File: config.mk
export PLATFORM = sky130hd
export DESIGN_NAME = alu_flag_unit
export DESIGN_NICKNAME = d
export VERILOG_FILES = /design/src/rtl/alu_flag_pkg.sv /design/src/rtl/alu_lshift.sv /design/src/rtl/alu_core.sv /design/src/rtl/alu_rshift.sv /design/src/rtl/alu_cond.sv /design/src/rtl/alu_flag_unit.sv
export SDC_FILE = /design/constraint.sdc
export NUM_CORES = 1
export LEC_CHECK = 0
export BUFFER_PORTS_ARGS = -buffer_cell sky130_fd_sc_hd__buf_2
export CAP_MARGIN = 20
export CELL_PAD_IN_SITES_DETAIL_PLACEMENT = 0
export CELL_PAD_IN_SITES_GLOBAL_PLACEMENT = 1
export CORE_MARGIN = 10
export CORE_UTILIZATION = 35
export CTS_CLUSTER_SIZE = 24
export DETAILED_ROUTE_END_ITERATION = 8
export PLACE_DENSITY = 0.72
export SLEW_MARGIN = 20
export SYNTH_ARGS = -nofsm -noshare
export SYNTH_HDL_FRONTEND = slang
export SYNTH_SLANG_ARGS = --single-unit
File: constraint.sdc
create_clock -name clk -period 8.4 [get_ports clk]
set_input_delay 0.84 -clock clk [delete_from_list [all_inputs] [get_ports clk]]
set_output_delay 0.84 -clock clk [all_outputs]
set_load 0.1 [all_outputs]
File: src/rtl/alu_flag_pkg.sv
package alu_flag_pkg;

    typedef enum logic [2:0] {
        OP_LOGIC = 3'd0,
        OP_ADD   = 3'd1,
        OP_SUB   = 3'd2,
        OP_CADD  = 3'd3,
        OP_CSUB  = 3'd4
    } alu_op_e;

    typedef enum logic [1:0] {
        FLD_HOLD = 2'd0,
        FLD_COND = 2'd1,
        FLD_LSH  = 2'd2,
        FLD_RSH  = 2'd3
    } flag_ld_e;

    typedef enum logic [1:0] {
        CIN_ZERO  = 2'd0,
        CIN_ONE   = 2'd1,
        CIN_FLAG  = 2'd2,
        CIN_NFLAG = 2'd3
    } cin_sel_e;

    typedef struct packed {
        logic carry;
        logic ovf;
    } alu_stat_t;

    typedef struct packed {
        logic flag;
    } flag_state_t;

endpackage

File: src/rtl/alu_lshift.sv
module alu_lshift #(
    parameter int W = 32
) (
    input  logic [W-1:0] a_i,
    input  logic         en_i,
    output logic [W-1:0] a_o,
    output logic         out_bit_o
);
    always_comb begin
        if (en_i) begin
            a_o       = {a_i[W-2:0], 1'b0};
            out_bit_o = a_i[W-1];
        end else begin
            a_o       = a_i;
            out_bit_o = 1'b0;
        end
    end
endmodule

File: src/rtl/alu_core.sv
module alu_core
    import alu_flag_pkg::*;
#(
    parameter int W = 32
) (
    input  logic [W-1:0] a_i,
    input  logic [W-1:0] b_i,
    input  logic [2:0]   op_i,
    input  logic [3:0]   lfn_i,
    input  logic         cin_i,
    input  logic         flag_i,
    output logic [W-1:0] res_o,
    output alu_stat_t    stat_o
);
    localparam int SW = W + 1;

    logic [W-1:0]  lres;
    logic [W-1:0]  bop;
    logic          cin_eff;
    logic          do_arith;
    logic [SW-1:0] sum;

    // per-bit truth-table lookup
    for (genvar i = 0; i < W; i++) begin : g_logic
        assign lres[i] = lfn_i[{a_i[i], b_i[i]}];
    end

    always_comb begin
        do_arith = 1'b0;
        bop      = b_i;
        cin_eff  = 1'b0;
        unique case (op_i)
            OP_ADD:  begin do_arith = 1'b1; bop = b_i;  cin_eff = cin_i; end
            OP_SUB:  begin do_arith = 1'b1; bop = ~b_i; cin_eff = cin_i; end
            OP_CADD: begin do_arith = flag_i; bop = b_i;  cin_eff = 1'b0; end
            OP_CSUB: begin do_arith = flag_i; bop = ~b_i; cin_eff = 1'b1; end
            default: ;
        endcase
        sum = {1'b0, a_i} + {1'b0, bop} + {{(SW-1){1'b0}}, cin_eff};
    end

    always_comb begin
        if (do_arith) begin
            res_o        = sum[W-1:0];
            stat_o.carry = sum[W];
            stat_o.ovf   = (a_i[W-1] == bop[W-1]) && (sum[W-1] != a_i[W-1]);
        end else begin
            res_o        = (op_i == OP_LOGIC) ? lres : a_i;
            stat_o.carry = 1'b0;
            stat_o.ovf   = 1'b0;
        end
    end
endmodule

File: src/rtl/alu_rshift.sv
module alu_rshift #(
    parameter int W = 32
) (
    input  logic [W-1:0] r_i,
    input  logic         fill_i,
    input  logic         en_i,
    output logic [W-1:0] r_o,
    output logic         out_bit_o
);
    assign out_bit_o = r_i[0];
    assign r_o       = en_i ? {fill_i, r_i[W-1:1]} : r_i;
endmodule

File: src/rtl/alu_cond.sv
module alu_cond
    import alu_flag_pkg::*;
#(
    parameter int W = 32
) (
    input  logic [W-1:0] f_i,
    input  alu_stat_t    stat_i,
    input  logic [3:0]   sel_i,
    output logic         cond_o
);
    logic z, n, c, v, lt;

    always_comb begin
        z  = (f_i == '0);
        n  = f_i[W-1];
        c  = stat_i.carry;
        v  = stat_i.ovf;
        lt = n ^ v;
        unique case (sel_i)
            4'd0:  cond_o = 1'b0;
            4'd1:  cond_o = 1'b1;
            4'd2:  cond_o = z;
            4'd3:  cond_o = !z;
            4'd4:  cond_o = n;
            4'd5:  cond_o = !n;
            4'd6:  cond_o = c;
            4'd7:  cond_o = !c;
            4'd8:  cond_o = v;
            4'd9:  cond_o = !v;
            4'd10: cond_o = lt;
            4'd11: cond_o = !lt;
            4'd12: cond_o = !c || z;
            4'd13: cond_o = c && !z;
            4'd14: cond_o = z || lt;
            default: cond_o = !z && !lt;
        endcase
    end
endmodule

File: src/rtl/alu_flag_unit.sv
module alu_flag_unit
    import alu_flag_pkg::*;
#(
    parameter int W = 32
) (
    input  logic         clk,
    input  logic         rst_n,
    input  logic [W-1:0] opa_i,
    input  logic [W-1:0] opb_i,
    input  logic [2:0]   op_i,
    input  logic [3:0]   lfn_i,
    input  logic [1:0]   cin_sel_i,
    input  logic         shl_i,
    input  logic         shr_i,
    input  logic [3:0]   cond_sel_i,
    input  logic [1:0]   flag_ld_i,
    input  logic         fw_sel_i,
    output logic [W-1:0] res_o,
    output logic [W-1:0] flag_word_o,
    output logic         flag_o,
    output logic         br_take_o
);
    flag_state_t st_d, st_q;

    logic [W-1:0] lsh_res, core_res, rsh_res;
    logic         lsh_bit, rsh_bit, cond_w, cin_w;
    alu_stat_t    core_stat;

    always_comb begin
        unique case (cin_sel_i)
            CIN_ZERO:  cin_w = 1'b0;
            CIN_ONE:   cin_w = 1'b1;
            CIN_FLAG:  cin_w = st_q.flag;
            default:   cin_w = !st_q.flag;
        endcase
    end

    alu_lshift #(.W(W)) i_lsh (
        .a_i(opa_i), .en_i(shl_i), .a_o(lsh_res), .out_bit_o(lsh_bit)
    );

    alu_core #(.W(W)) i_core (
        .a_i(lsh_res), .b_i(opb_i), .op_i(op_i), .lfn_i(lfn_i),
        .cin_i(cin_w), .flag_i(st_q.flag), .res_o(core_res), .stat_o(core_stat)
    );

    alu_rshift #(.W(W)) i_rsh (
        .r_i(core_res), .fill_i(core_stat.carry), .en_i(shr_i),
        .r_o(rsh_res), .out_bit_o(rsh_bit)
    );

    alu_cond #(.W(W)) i_cond (
        .f_i(core_res), .stat_i(core_stat), .sel_i(cond_sel_i), .cond_o(cond_w)
    );

    always_comb begin
        st_d = st_q;
        unique case (flag_ld_i)
            FLD_COND: st_d.flag = cond_w;
            FLD_LSH:  st_d.flag = lsh_bit;
            FLD_RSH:  st_d.flag = rsh_bit;
            default:  ;
        endcase
    end

    always_ff @(posedge clk or negedge rst_n) begin
        if (!rst_n) st_q <= '0;
        else        st_q <= st_d;
    end

    assign flag_word_o = {W{st_d.flag}};
    assign res_o       = fw_sel_i ? flag_word_o : rsh_res;
    assign flag_o      = st_q.flag;
    assign br_take_o   = !st_q.flag;


    flag_hold_chk: assert property (@(posedge clk) disable iff (!rst_n)
        (flag_ld_i == FLD_HOLD) |=> (flag_o == $past(flag_o)));


    flag_cond_load_chk: assert property (@(posedge clk) disable iff (!rst_n)
        (flag_ld_i == FLD_COND) |=> (flag_o == $past(cond_w)));


    flag_rsh_load_chk: assert property (@(posedge clk) disable iff (!rst_n)
        (flag_ld_i == FLD_RSH) |=> (flag_o == $past(core_res[0])));


    flag_word_sel_chk: assert property (@(posedge clk) disable iff (!rst_n)
        fw_sel_i |-> (res_o == flag_word_o));


    cadd_off_chk: assert property (@(posedge clk) disable iff (!rst_n)
        ((op_i == OP_CADD) && !flag_o) |-> (core_res == lsh_res && !core_stat.carry));


    lsh_bit_chk: assert property (@(posedge clk) disable iff (!rst_n)
        shl_i |-> (lsh_bit == opa_i[W-1] && lsh_res[0] == 1'b0));


    cond_const_chk: assert property (@(posedge clk) disable iff (!rst_n)
        (cond_sel_i == 4'd1 && flag_ld_i == FLD_COND) |=> flag_o);
endmodule

==> flow_metrics.env <==
export IMPL_min_period_ns=7.667
export IMPL_ctsHoldBuffers=0
export IMPL_whs_ns=0.6145
export IMPL_hp_class="in2async"
export IMPL_r2r_end="flag_o"
export IMPL_die_width_um=150.4
export IMPL_max_slew_margin_rel=0.2699
export IMPL_p_leak_nw=2.827
export IMPL_path_buf_inv=3
export IMPL_grt_util_all_layers=0.1856
export IMPL_dp_slack_ns=0.8076
export IMPL_routed_wl_mm=21.83
export IMPL_avgSynthCellArea_sq_um=6.820
export IMPL_core_sq_um=16640
export IMPL_grt_max_degree=45
export IMPL_skew_ns=0
export IMPL_path_class="in2out"
export IMPL_critical_path_required_ns=7.56
export IMPL_syn_to_final_growth_pct=8.521
export IMPL_io_buffers=149
export IMPL_hold_viol=0
export IMPL_final_cell_mix="buf_2 (149), a21oi_1 (84), mux2i_1 (75)"
export IMPL_fin_setup_tns_ns=0
export IMPL_ff_latch_area_sq_um=25.02
export IMPL_die_height_um=150.4
export IMPL_crit_family="simple AND/OR/NAND/NOR gates"
export IMPL_finalNetCount=1044
export IMPL_end_kind="output pin"
export IMPL_rrSetupSlack_ns=2.51
export IMPL_drtIter0Drc=417
export IMPL_ys_seq_area_frac=0.004208
export IMPL_synthArstFlopShare=1.000
export IMPL_drt_pass1_iter_count=5
export IMPL_tightest_slew_ns=1.095
export IMPL_setup_ws_ns=0.7326
export IMPL_rsz0062_at_grt="false"
export IMPL_crit_chain="buf_2 > buf_4 > mux2_2 > ha_1 > nand4_1 > or3_1 > nor4_1 > nor2_1 > xnor2_1 > o31ai_1 > o2111ai_1 > or4_4 > mux2i_4 > o21ai_2 > buf_2"
export IMPL_setup_viol=0
export IMPL_status="finished clean"
export IMPL_final_max_slew_viol_count=0
export IMPL_cp_arrival_ns=6.83
export IMPL_yosys_warnings=0
export IMPL_rr_startpoint="flag_o"
export IMPL_largest_register_ffs=1
export IMPL_p_per_area_nw_per_um2=185.9
export IMPL_num_rows=47
export IMPL_crit_fanout=33
export IMPL_grt_pass1_vias=6484
export IMPL_wl_per_cell_um=19.06
export IMPL_fillers=1821
export IMPL_synth_area_sq_um=5947
export IMPL_critPathLaunch="shl_i"
export IMPL_path_clk_slew_ns=0
export IMPL_antenna_found_initial=0
export IMPL_via_per_inst=5.662
export IMPL_slowest_delay_ns=0.71
export IMPL_cap_violations=0
export IMPL_ys_types=81
export IMPL_fin_crit_sh=0.9128
export IMPL_synthCells=872
export IMPL_ir_worst_vdd_v=0.0001493
export IMPL_place_congestion=0.9240
export IMPL_vias=6483
export IMPL_fmax_mhz=130.4
export IMPL_ys_seq_elements=1
export IMPL_fin_util=0.3878
export IMPL_slowest_stage="o21ai_2"
export IMPL_multi_input_comb_area_sq_um=5250
export IMPL_grt_ovfl_total=0
export IMPL_path_common_cell="buf_2"
export IMPL_drive_above_1_share=0.2486
export IMPL_drc=0
export IMPL_start_kind="input port"
export IMPL_ant_nets=0
export IMPL_synth_edf_count=0
export IMPL_critical_path_depth=15
export IMPL_ys_flop_type="dfrtp_1"
export IMPL_die_area_sq_um=22610
export IMPL_hpwlAfterDp_mm=18.01
export IMPL_clkLatencyLatePin_ns=0
export IMPL_io_pins=150
export IMPL_grt_pass1_wl_mm=35.18
export IMPL_reg2regPathDepth=19
export IMPL_diodes=0
export IMPL_start_util=0.3573
export IMPL_synth_nets=989
export IMPL_cts_setup_buffers=0
export IMPL_cts_resized=0
export IMPL_final_common_cell="buf_2"
-- cell families (layout without fill, tap and decap cells) --
logic type                 Yosys count  count (layout)  share of synthesized area
buffers and inverters              130             183                     0.1161
AOI/OAI and AO/OA                  294             294                     0.3215
muxes                              119             119                     0.2119
adders and majority gates           33              33                    0.07195
and+or+nand+nor                    240             240                     0.1934
xor gates and xnor gates            55              55                    0.08100
DFF                                  1               1                   0.004207
-- cells in the mapped netlist (7+ instances only) --
cell type  instances  share of area
a21oi_1           84          0.071
mux2i_1           75           0.13
nor2_1            74          0.047
nand2_1           67          0.042
o21ai_0           56          0.047
mux2_2            42          0.080
clkbuf_1          41          0.026
xor2_1            38          0.056
buf_4             35          0.044
o21ai_1           35          0.029
ha_1              31          0.065
inv_1             25          0.016
nand3_1           19          0.016
a31oi_1           18          0.019
xnor2_1           17          0.025
buf_2             15          0.013
or3_1             15          0.016
nand4_1           13          0.014
a21o_1            10          0.013
o21a_1             9          0.011
a211oi_1           8          0.010
buf_6              7          0.013
nor3_1             7         0.0059
o211ai_1           7         0.0088
-- how the worst max path moves through the flow --
stage,endpoint,slack [ns]
final,flag_word_o[7],0.73
after global placement,flag_word_o[2],0.80
after detailed placement,flag_word_o[0],0.81
after CTS,flag_word_o[0],0.79
after floorplan,res_o[22],1.11
after global routing,flag_word_o[20],0.23
-- final cells by class --
class                      instances  area share
tap                              220     0.04265
inverter                          26     0.01512
sequential                         1    0.003877
multi-input combinational        741      0.8135
timing repair buffer             157      0.1249
-- power breakdown --
| group | leakage [nW] | internal [mW] | switching (mW) | total, mW |
|---|---|---|---|---|
| logic | 2.81 | 0.297 | 0.895 | 1.19 |
| clock network | 0 | 0 | 0 | 0 |
| registers | 0.0117 | 0.00574 | 0.00188 | 0.00761 |
-- metal layers --
layer	track usage	part of all wire
met1	0.2220	0.42
met2	0.3527	0.52
met3	0.01020	0.028
met4	0.04033	0.025
met5	0	0
-- per-stage QoR --
stage,cell area (sq um),cells,power (mW)
6_report,6454,1145,1.200
3_3_place_gp,6449,1145,1.201
3_5_place_dp,6449,1145,1.200
2_1_floorplan,5947,872,1.012
5_1_grt,6454,1145,1.289
4_1_cts,6449,1145,1.204
(Power assumes the default switching activity.)
